===== config.mk =====
export PLATFORM = sky130hd
export DESIGN_NAME = rf_taint_file
export DESIGN_NICKNAME = d
export VERILOG_FILES = /design/src/rtl/rft_pkg.sv /design/src/rtl/rft_store.sv /design/src/rtl/rft_rd_port.sv /design/src/rtl/rft_err_sel.sv /design/src/rtl/rf_taint_file.sv
export SDC_FILE = /design/constraint.sdc
export NUM_CORES = 2
export LEC_CHECK = 0
export ABC_CLOCK_PERIOD_IN_PS = 4300
export BUFFER_PORTS_ARGS = -buffer_cell sky130_fd_sc_hd__buf_2
export CELL_PAD_IN_SITES_DETAIL_PLACEMENT = 0
export CELL_PAD_IN_SITES_GLOBAL_PLACEMENT = 1
export CORE_MARGIN = 3
export CORE_UTILIZATION = 55
export CTS_CLUSTER_SIZE = 25
export DETAILED_ROUTE_END_ITERATION = 10
export PLACE_DENSITY = 0.88
export SYNTH_ARGS = -nofsm -noshare
export SYNTH_HDL_FRONTEND = slang
export SYNTH_SLANG_ARGS = --single-unit

===== constraint.sdc =====
create_clock -name clk -period 4.3 [get_ports clk]
set_input_delay 0.43 -clock clk [delete_from_list [all_inputs] [get_ports clk]]
set_output_delay 0.43 -clock clk [all_outputs]
set_load 0.01 [all_outputs]

===== src/rtl/rft_pkg.sv =====
package rft_pkg;
    // Default geometry of the poison-tagged register file
    localparam int unsigned RFT_NREGS  = 32;
    localparam int unsigned RFT_WIDTH  = 32;
    localparam int unsigned RFT_NPORTS = 2;
endpackage


===== src/rtl/rft_store.sv =====
module rft_store #(
    parameter int unsigned NREGS = rft_pkg::RFT_NREGS,
    parameter int unsigned WIDTH = rft_pkg::RFT_WIDTH,
    parameter int unsigned AW    = $clog2(NREGS)
) (
    input  logic                          clk,
    input  logic                          rst_n,
    input  logic                          wr_en,
    input  logic [AW-1:0]                 wr_addr,
    input  logic [WIDTH-1:0]              wr_data,
    input  logic                          wr_poison,
    output logic [NREGS-1:0][WIDTH-1:0]   mem_data,
    output logic [NREGS-1:0]              mem_poison
);
    typedef struct packed {
        logic [NREGS-1:0][WIDTH-1:0] data;
        logic [NREGS-1:0]            poison;
    } store_t;

    store_t st_d, st_q;

    always_comb begin
        st_d = st_q;
        if (wr_en && (wr_addr != '0)) begin
            st_d.data[wr_addr]   = wr_data;
            st_d.poison[wr_addr] = wr_poison;
        end
        // entry 0 is a constant zero and is never tagged
        st_d.data[0]   = '0;
        st_d.poison[0] = 1'b0;
    end

    always_ff @(posedge clk or negedge rst_n) begin
        if (!rst_n) begin
            st_q <= '0;
        end else begin
            st_q <= st_d;
        end
    end

    assign mem_data   = st_q.data;
    assign mem_poison = st_q.poison;

    // a tagged write leaves the flag set on the destination
    p_poison_store_r1: assert property (@(posedge clk) disable iff (!rst_n)
        (wr_en && wr_poison && (wr_addr != '0)) |=> mem_poison[$past(wr_addr)]);

    // an untagged write leaves the flag clear on the destination
    p_clean_clear_r2: assert property (@(posedge clk) disable iff (!rst_n)
        (wr_en && !wr_poison) |=> !mem_poison[$past(wr_addr)]);

    // entry 0 never carries a flag or data
    p_zero_clean_r4: assert property (@(posedge clk) disable iff (!rst_n)
        !mem_poison[0] && (mem_data[0] == '0));

    // reset leaves every flag clear
    p_reset_clear_r7: assert property (@(posedge clk)
        !rst_n |=> (mem_poison == '0));

    // no write, no change
    p_hold_r9: assert property (@(posedge clk) disable iff (!rst_n)
        !wr_en |=> ($stable(mem_poison) && $stable(mem_data)));
endmodule


===== src/rtl/rft_rd_port.sv =====
module rft_rd_port #(
    parameter int unsigned NREGS = rft_pkg::RFT_NREGS,
    parameter int unsigned WIDTH = rft_pkg::RFT_WIDTH,
    parameter int unsigned AW    = $clog2(NREGS)
) (
    input  logic                          clk,
    input  logic                          rst_n,
    input  logic                          rd_en,
    input  logic [AW-1:0]                 rd_addr,
    input  logic [NREGS-1:0][WIDTH-1:0]   mem_data,
    input  logic [NREGS-1:0]              mem_poison,
    input  logic                          wr_en,
    input  logic [AW-1:0]                 wr_addr,
    input  logic [WIDTH-1:0]              wr_data,
    input  logic                          wr_poison,
    output logic [WIDTH-1:0]              rd_data,
    output logic                          rd_hit
);
    logic             fwd;
    logic             tag;

    always_comb begin
        fwd = wr_en && (wr_addr == rd_addr);
        if (rd_addr == '0) begin
            rd_data = '0;
            tag     = 1'b0;
        end else if (fwd) begin
            rd_data = wr_data;
            tag     = wr_poison;
        end else begin
            rd_data = mem_data[rd_addr];
            tag     = mem_poison[rd_addr];
        end
        rd_hit = rd_en && tag;
    end

    // address 0 returns zero and never flags
    p_zero_read_r4: assert property (@(posedge clk) disable iff (!rst_n)
        (rd_addr == '0) |-> ((rd_data == '0) && !rd_hit));

    // a clean stored entry that is not being written never flags
    p_clean_entry_r3: assert property (@(posedge clk) disable iff (!rst_n)
        (!mem_poison[rd_addr] && !wr_en) |-> !rd_hit);
endmodule


===== src/rtl/rft_err_sel.sv =====
module rft_err_sel #(
    parameter int unsigned NPORTS = rft_pkg::RFT_NPORTS,
    parameter int unsigned AW     = 5
) (
    input  logic [NPORTS-1:0]          hit,
    input  logic [NPORTS-1:0][AW-1:0]  addr,
    output logic                       err_valid,
    output logic [AW-1:0]              err_idx
);
    always_comb begin
        err_idx = '0;
        // lowest-numbered port wins: scan from the top down
        for (int i = NPORTS - 1; i >= 0; i--) begin
            if (hit[i]) err_idx = addr[i];
        end
        err_valid = |hit;
    end
endmodule


===== src/rtl/rf_taint_file.sv =====
module rf_taint_file #(
    parameter int unsigned NREGS = rft_pkg::RFT_NREGS,
    parameter int unsigned WIDTH = rft_pkg::RFT_WIDTH,
    localparam int unsigned AW   = $clog2(NREGS)
) (
    input  logic             clk,
    input  logic             rst_n,
    input  logic             wr_en,
    input  logic [AW-1:0]    wr_addr,
    input  logic [WIDTH-1:0] wr_data,
    input  logic             wr_poison,
    input  logic             rd0_en,
    input  logic [AW-1:0]    rd0_addr,
    output logic [WIDTH-1:0] rd0_data,
    input  logic             rd1_en,
    input  logic [AW-1:0]    rd1_addr,
    output logic [WIDTH-1:0] rd1_data,
    output logic             err_valid,
    output logic [AW-1:0]    err_idx
);
    localparam int unsigned NP = rft_pkg::RFT_NPORTS;

    logic [NREGS-1:0][WIDTH-1:0] mem_data;
    logic [NREGS-1:0]            mem_poison;
    logic [NP-1:0]               p_en;
    logic [NP-1:0][AW-1:0]       p_addr;
    logic [NP-1:0][WIDTH-1:0]    p_data;
    logic [NP-1:0]               p_hit;

    assign p_en[0]   = rd0_en;
    assign p_en[1]   = rd1_en;
    assign p_addr[0] = rd0_addr;
    assign p_addr[1] = rd1_addr;
    assign rd0_data  = p_data[0];
    assign rd1_data  = p_data[1];

    rft_store #(.NREGS(NREGS), .WIDTH(WIDTH), .AW(AW)) u_store (
        .clk        (clk),
        .rst_n      (rst_n),
        .wr_en      (wr_en),
        .wr_addr    (wr_addr),
        .wr_data    (wr_data),
        .wr_poison  (wr_poison),
        .mem_data   (mem_data),
        .mem_poison (mem_poison)
    );

    for (genvar g = 0; g < NP; g++) begin : g_port
        rft_rd_port #(.NREGS(NREGS), .WIDTH(WIDTH), .AW(AW)) u_port (
            .clk        (clk),
            .rst_n      (rst_n),
            .rd_en      (p_en[g]),
            .rd_addr    (p_addr[g]),
            .mem_data   (mem_data),
            .mem_poison (mem_poison),
            .wr_en      (wr_en),
            .wr_addr    (wr_addr),
            .wr_data    (wr_data),
            .wr_poison  (wr_poison),
            .rd_data    (p_data[g]),
            .rd_hit     (p_hit[g])
        );
    end

    rft_err_sel #(.NPORTS(NP), .AW(AW)) u_err (
        .hit       (p_hit),
        .addr      (p_addr),
        .err_valid (err_valid),
        .err_idx   (err_idx)
    );

    // port 0 wins the report when it hits
    p_port0_wins_r6: assert property (@(posedge clk) disable iff (!rst_n)
        p_hit[0] |-> (err_idx == rd0_addr));

    // with no enabled reader there is no error
    p_gated_r8: assert property (@(posedge clk) disable iff (!rst_n)
        (!rd0_en && !rd1_en) |-> !err_valid);

    // idle index is zero
    p_idle_idx_r10: assert property (@(posedge clk) disable iff (!rst_n)
        !err_valid |-> (err_idx == '0));

    // a reported index always names an enabled reader's address
    p_idx_source_r1: assert property (@(posedge clk) disable iff (!rst_n)
        err_valid |-> ((rd0_en && err_idx == rd0_addr) || (rd1_en && err_idx == rd1_addr)));
endmodule


==> metrics.txt <==
status=complete, no violations; number of placed I/O pins=123; Distinct cells, synth=54; via count of the first global-routing pass=between 30000 and 40000; endpoints failing hold=0; Std-Cell Core Area=99100 sq um; growth of design area from synthesis to finish=10.7%; count of vias placed by the detailed router=37200; arrival time at the worst endpoint=3.34 ns; Tcrit/Tclk final=87.6%; critical path class=primary input to primary output; number of iterations in the first detailed-routing pass=8; full die area=105000 sq um; overall die width=323 um; number of buffers added by the clock tree synthesis step=105; total standard cell area after synthesis=55400 sq um; residual overflow from global routing=0; top_reg_cell synth=sky130_fd_sc_hd__dfrtp_1; number of nets still failing antenna checks after routing=0; antenna violations before repair=9; number of synthesized register bits=between 1000 and 1500; dominant combinational cell family by area after synthesis=multiplexers; Max Slew Vio Count=0; crit start category=primary input; number of buffers on the longest clock path=3; portion of the post-synthesis area used by sequential elements=between 40% and 50%; multiplexer area fraction after synthesis=roughly 43%; CP Max Fanout=31; share of synthesized flip-flops with an asynchronous set or reset=100%; routability cong.=0.854; Clock H-tree levels=3; number of nets in the layout=3862; maximum vdd drop=0.324 mV; die height=323 um; category of the worst setup path capture point=primary output; setup TNS=0 ns; fraction of the mapped netlist area in adder cells=0%; RSZ-0062 raised after global routing=no; clock transition at the register clock pins on the worst setup and hold paths after CTS=0.06 ns; Worst R2R Start=u_store.mem_data[980]; post-CTS setup-driven buffer insertion count=0; initial cell density of the core=approximately 56%; count of cells resized by post-cts repair=0; number of sinks handled by clock tree synthesis=just over 1000; placement row count=115; synthesis warning total=0; hold crit path type=primary input to asynchronous set/reset pin; fraction of the mapped netlist area in compound gates=4.55%; timing-limited maximum frequency=265 MHz; non-filler instance count after layout=a little over 5000; TritonCTS clock tree=done; Via-to-Cell Ratio=7.16; share of final-layout standard cells stronger than drive strength 1=52.4%; global-route usage over all layers=33.4%; Hold Buf Count CTS=1; violation count after the first detailed-route iteration=4223; dpl cells=~5000; reported max-cap violation count=0; fin crit period=3.77 ns; data required time of the worst path=just under 4 ns; quantity of I/O buffers inserted on ports=122; first-pass GRT wire length=approximately 260 mm; Root Buffer Master=sky130_fd_sc_hd__clkbuf_16; leakage power=about 26 nW; gate count of the mapped netlist=3834; Total Wirelength=172 mm; Synth Area in Simple Gates=2.91%; Routed WL per cell=33.1 um; post-synthesis area per instance=roughly 14 sq um; total half-perimeter wirelength after legalization and detailed placement=between 100 and 150 mm; worst slew margin relative to its limit=21.6%; setup-violating endpoint count in the final report=0; Synthesized Nets=3887; first element of the critical path=rd1_addr[3]; clock latency at the later pin of the worst-skew pair=between 0.6 and 0.7 ns; power density cells=about 460 nW/um^2; Post-Synth XOR/XNOR Area=0.158%; largest clock skew in the final design=0 ns; number of enable flip-flop cells after synthesis=0; slew at the pin with the worst max-slew slack=1.17 ns; total DRC errors in the routed layout=0; pin count of the biggest net entering global routing=160
## cells in the mapped netlist, drive strengths merged (26+ instances only)
cell / n / area, sq um
a2111oi: 42 / 368
a21oi: 37 / 185
a221oi: 26 / 234
a22oi: 67 / 508
buf: 152 / 865
clkbuf: 263 / 988
dfrtp: 1023 / 25600
mux2: 1063 / 12000
mux2i: 111 / 1110
mux4: 473 / 10700
nand2: 158 / 593
nand3: 70 / 350
nor2: 108 / 405
o21ai: 79 / 395
o22ai: 30 / 188
o2bb2ai: 26 / 228
## cells in the final DEF (no fill, tap or decap), types with 5 or more instances in the layout
master,count
sky130_fd_sc_hd__diode_2,11
sky130_fd_sc_hd__a21oi_1,37
sky130_fd_sc_hd__buf_4,121
sky130_fd_sc_hd__buf_2,115
sky130_fd_sc_hd__nor2_1,89
sky130_fd_sc_hd__o22ai_1,30
sky130_fd_sc_hd__mux4_2,473
sky130_fd_sc_hd__o21ai_1,5
sky130_fd_sc_hd__a2111oi_0,42
sky130_fd_sc_hd__a221oi_1,25
sky130_fd_sc_hd__nand3b_1,5
sky130_fd_sc_hd__o2bb2ai_1,26
sky130_fd_sc_hd__clkbuf_1,21
sky130_fd_sc_hd__and2_1,5
sky130_fd_sc_hd__clkbuf_16,106
sky130_fd_sc_hd__nand2_2,16
sky130_fd_sc_hd__o21ai_0,74
sky130_fd_sc_hd__clkbuf_8,34
sky130_fd_sc_hd__a311oi_1,23
sky130_fd_sc_hd__dfrtp_1,1023
sky130_fd_sc_hd__buf_12,39
sky130_fd_sc_hd__a22oi_1,66
sky130_fd_sc_hd__nor2_4,18
sky130_fd_sc_hd__a211oi_1,9
sky130_fd_sc_hd__clkinv_2,14
sky130_fd_sc_hd__mux2i_1,111
sky130_fd_sc_hd__bufinv_16,8
sky130_fd_sc_hd__xnor2_1,6
sky130_fd_sc_hd__nand2_1,142
sky130_fd_sc_hd__mux2_2,1063
sky130_fd_sc_hd__nand3_1,70
## report_power, final
| group | internal, mW | leakage, nW | switching (mW) | total (mW) |
|---|---|---|---|---|
| Clock | 5.57 | 1.78 | 3.93 | 9.51 |
| Sequential | 11.5 | 13.1 | 1.37 | 12.9 |
| Combinational | 3.58 | 11.5 | 2.52 | 6.11 |
## sequential cells by signal, summed over array words and instances, names as in the netlist
name	cells
u_store.mem_poison	31
u_store.mem_data	992
## worst paths after layout
path / endpoint / slack [ns] / cells past startpoint
worst max-delay path: rd1_data[25] / 0.53 / 8
worst min-delay path: u_store.mem_data[190] / 0.21 / 2
worst max register to register: u_store.mem_data[980] / 3.49 / 1
worst min register to register: u_store.mem_poison[1] / 0.50 / 2
max in group asynchronous: u_store.mem_data[944] / 2.80 / 4
min in group clk: u_store.mem_poison[26] / 0.26 / 2
## worst max-delay path, cell delays in order
cell	delay, ns
sky130_fd_sc_hd__buf_2	0.27
sky130_fd_sc_hd__buf_4	0.62
sky130_fd_sc_hd__nor2_1	0.14
sky130_fd_sc_hd__nand3_1	0.46
sky130_fd_sc_hd__nand2b_2	0.38
sky130_fd_sc_hd__buf_4	0.36
sky130_fd_sc_hd__o21ai_0	0.44
sky130_fd_sc_hd__buf_2	0.22
## metal layers
layer  up-vias  routed length, um  part of all wire (%)  global-route usage, %
met5         -                  0                     0                      0
met4         0               8980                   5.2                   17.1
met3       461              18600                    11                   8.98
met2      2086              78700                    46                   50.2
met1     19800              65600                    38                   45.0
li1      14800                  -                     -                      -
## cells by family (layout without fill, tap and decap cells)
logic type                Yosys count  in the layout
muxes                            1647           1647
DFF                              1023           1023
buffers and inverters             422            481
and+or+nand+nor                   375            375
AOI/OAI and AO/OA                 357            357
xor gates and xnor gates           10             10
other                               0             11
## per-stage QoR
stage          setup slack (ns)  power [mW]  hold WS, ns  cell area [sq um]  utilization [%]
6_report                  0.532        28.5        0.209              61400             61.9
5_1_grt                   0.426        29.6        0.222              61400             61.9
4_1_cts                   0.689        28.5        0.194              61400             61.9
3_5_place_dp              0.705        19.0        0.305              57800             58.3
3_3_place_gp              0.708        18.7        0.304              57800             58.3
2_1_floorplan              1.64        17.1        0.134              55400                -
## cell type report
class / count / area (sq um)
Sequential cell: 1023 / 25600
Inverter: 7 / 28.8
Clock buffer: 160 / 3190
Fill cell: 7199 / 37800
Antenna cell: 11 / 27.5
Multi-Input combinational cell: 2389 / 28200
Timing Repair Buffer: 283 / 2370
Clock inverter: 31 / 405
Tap cell: 1287 / 1610
No activity file was read; power rests on OpenSTA's default activity.
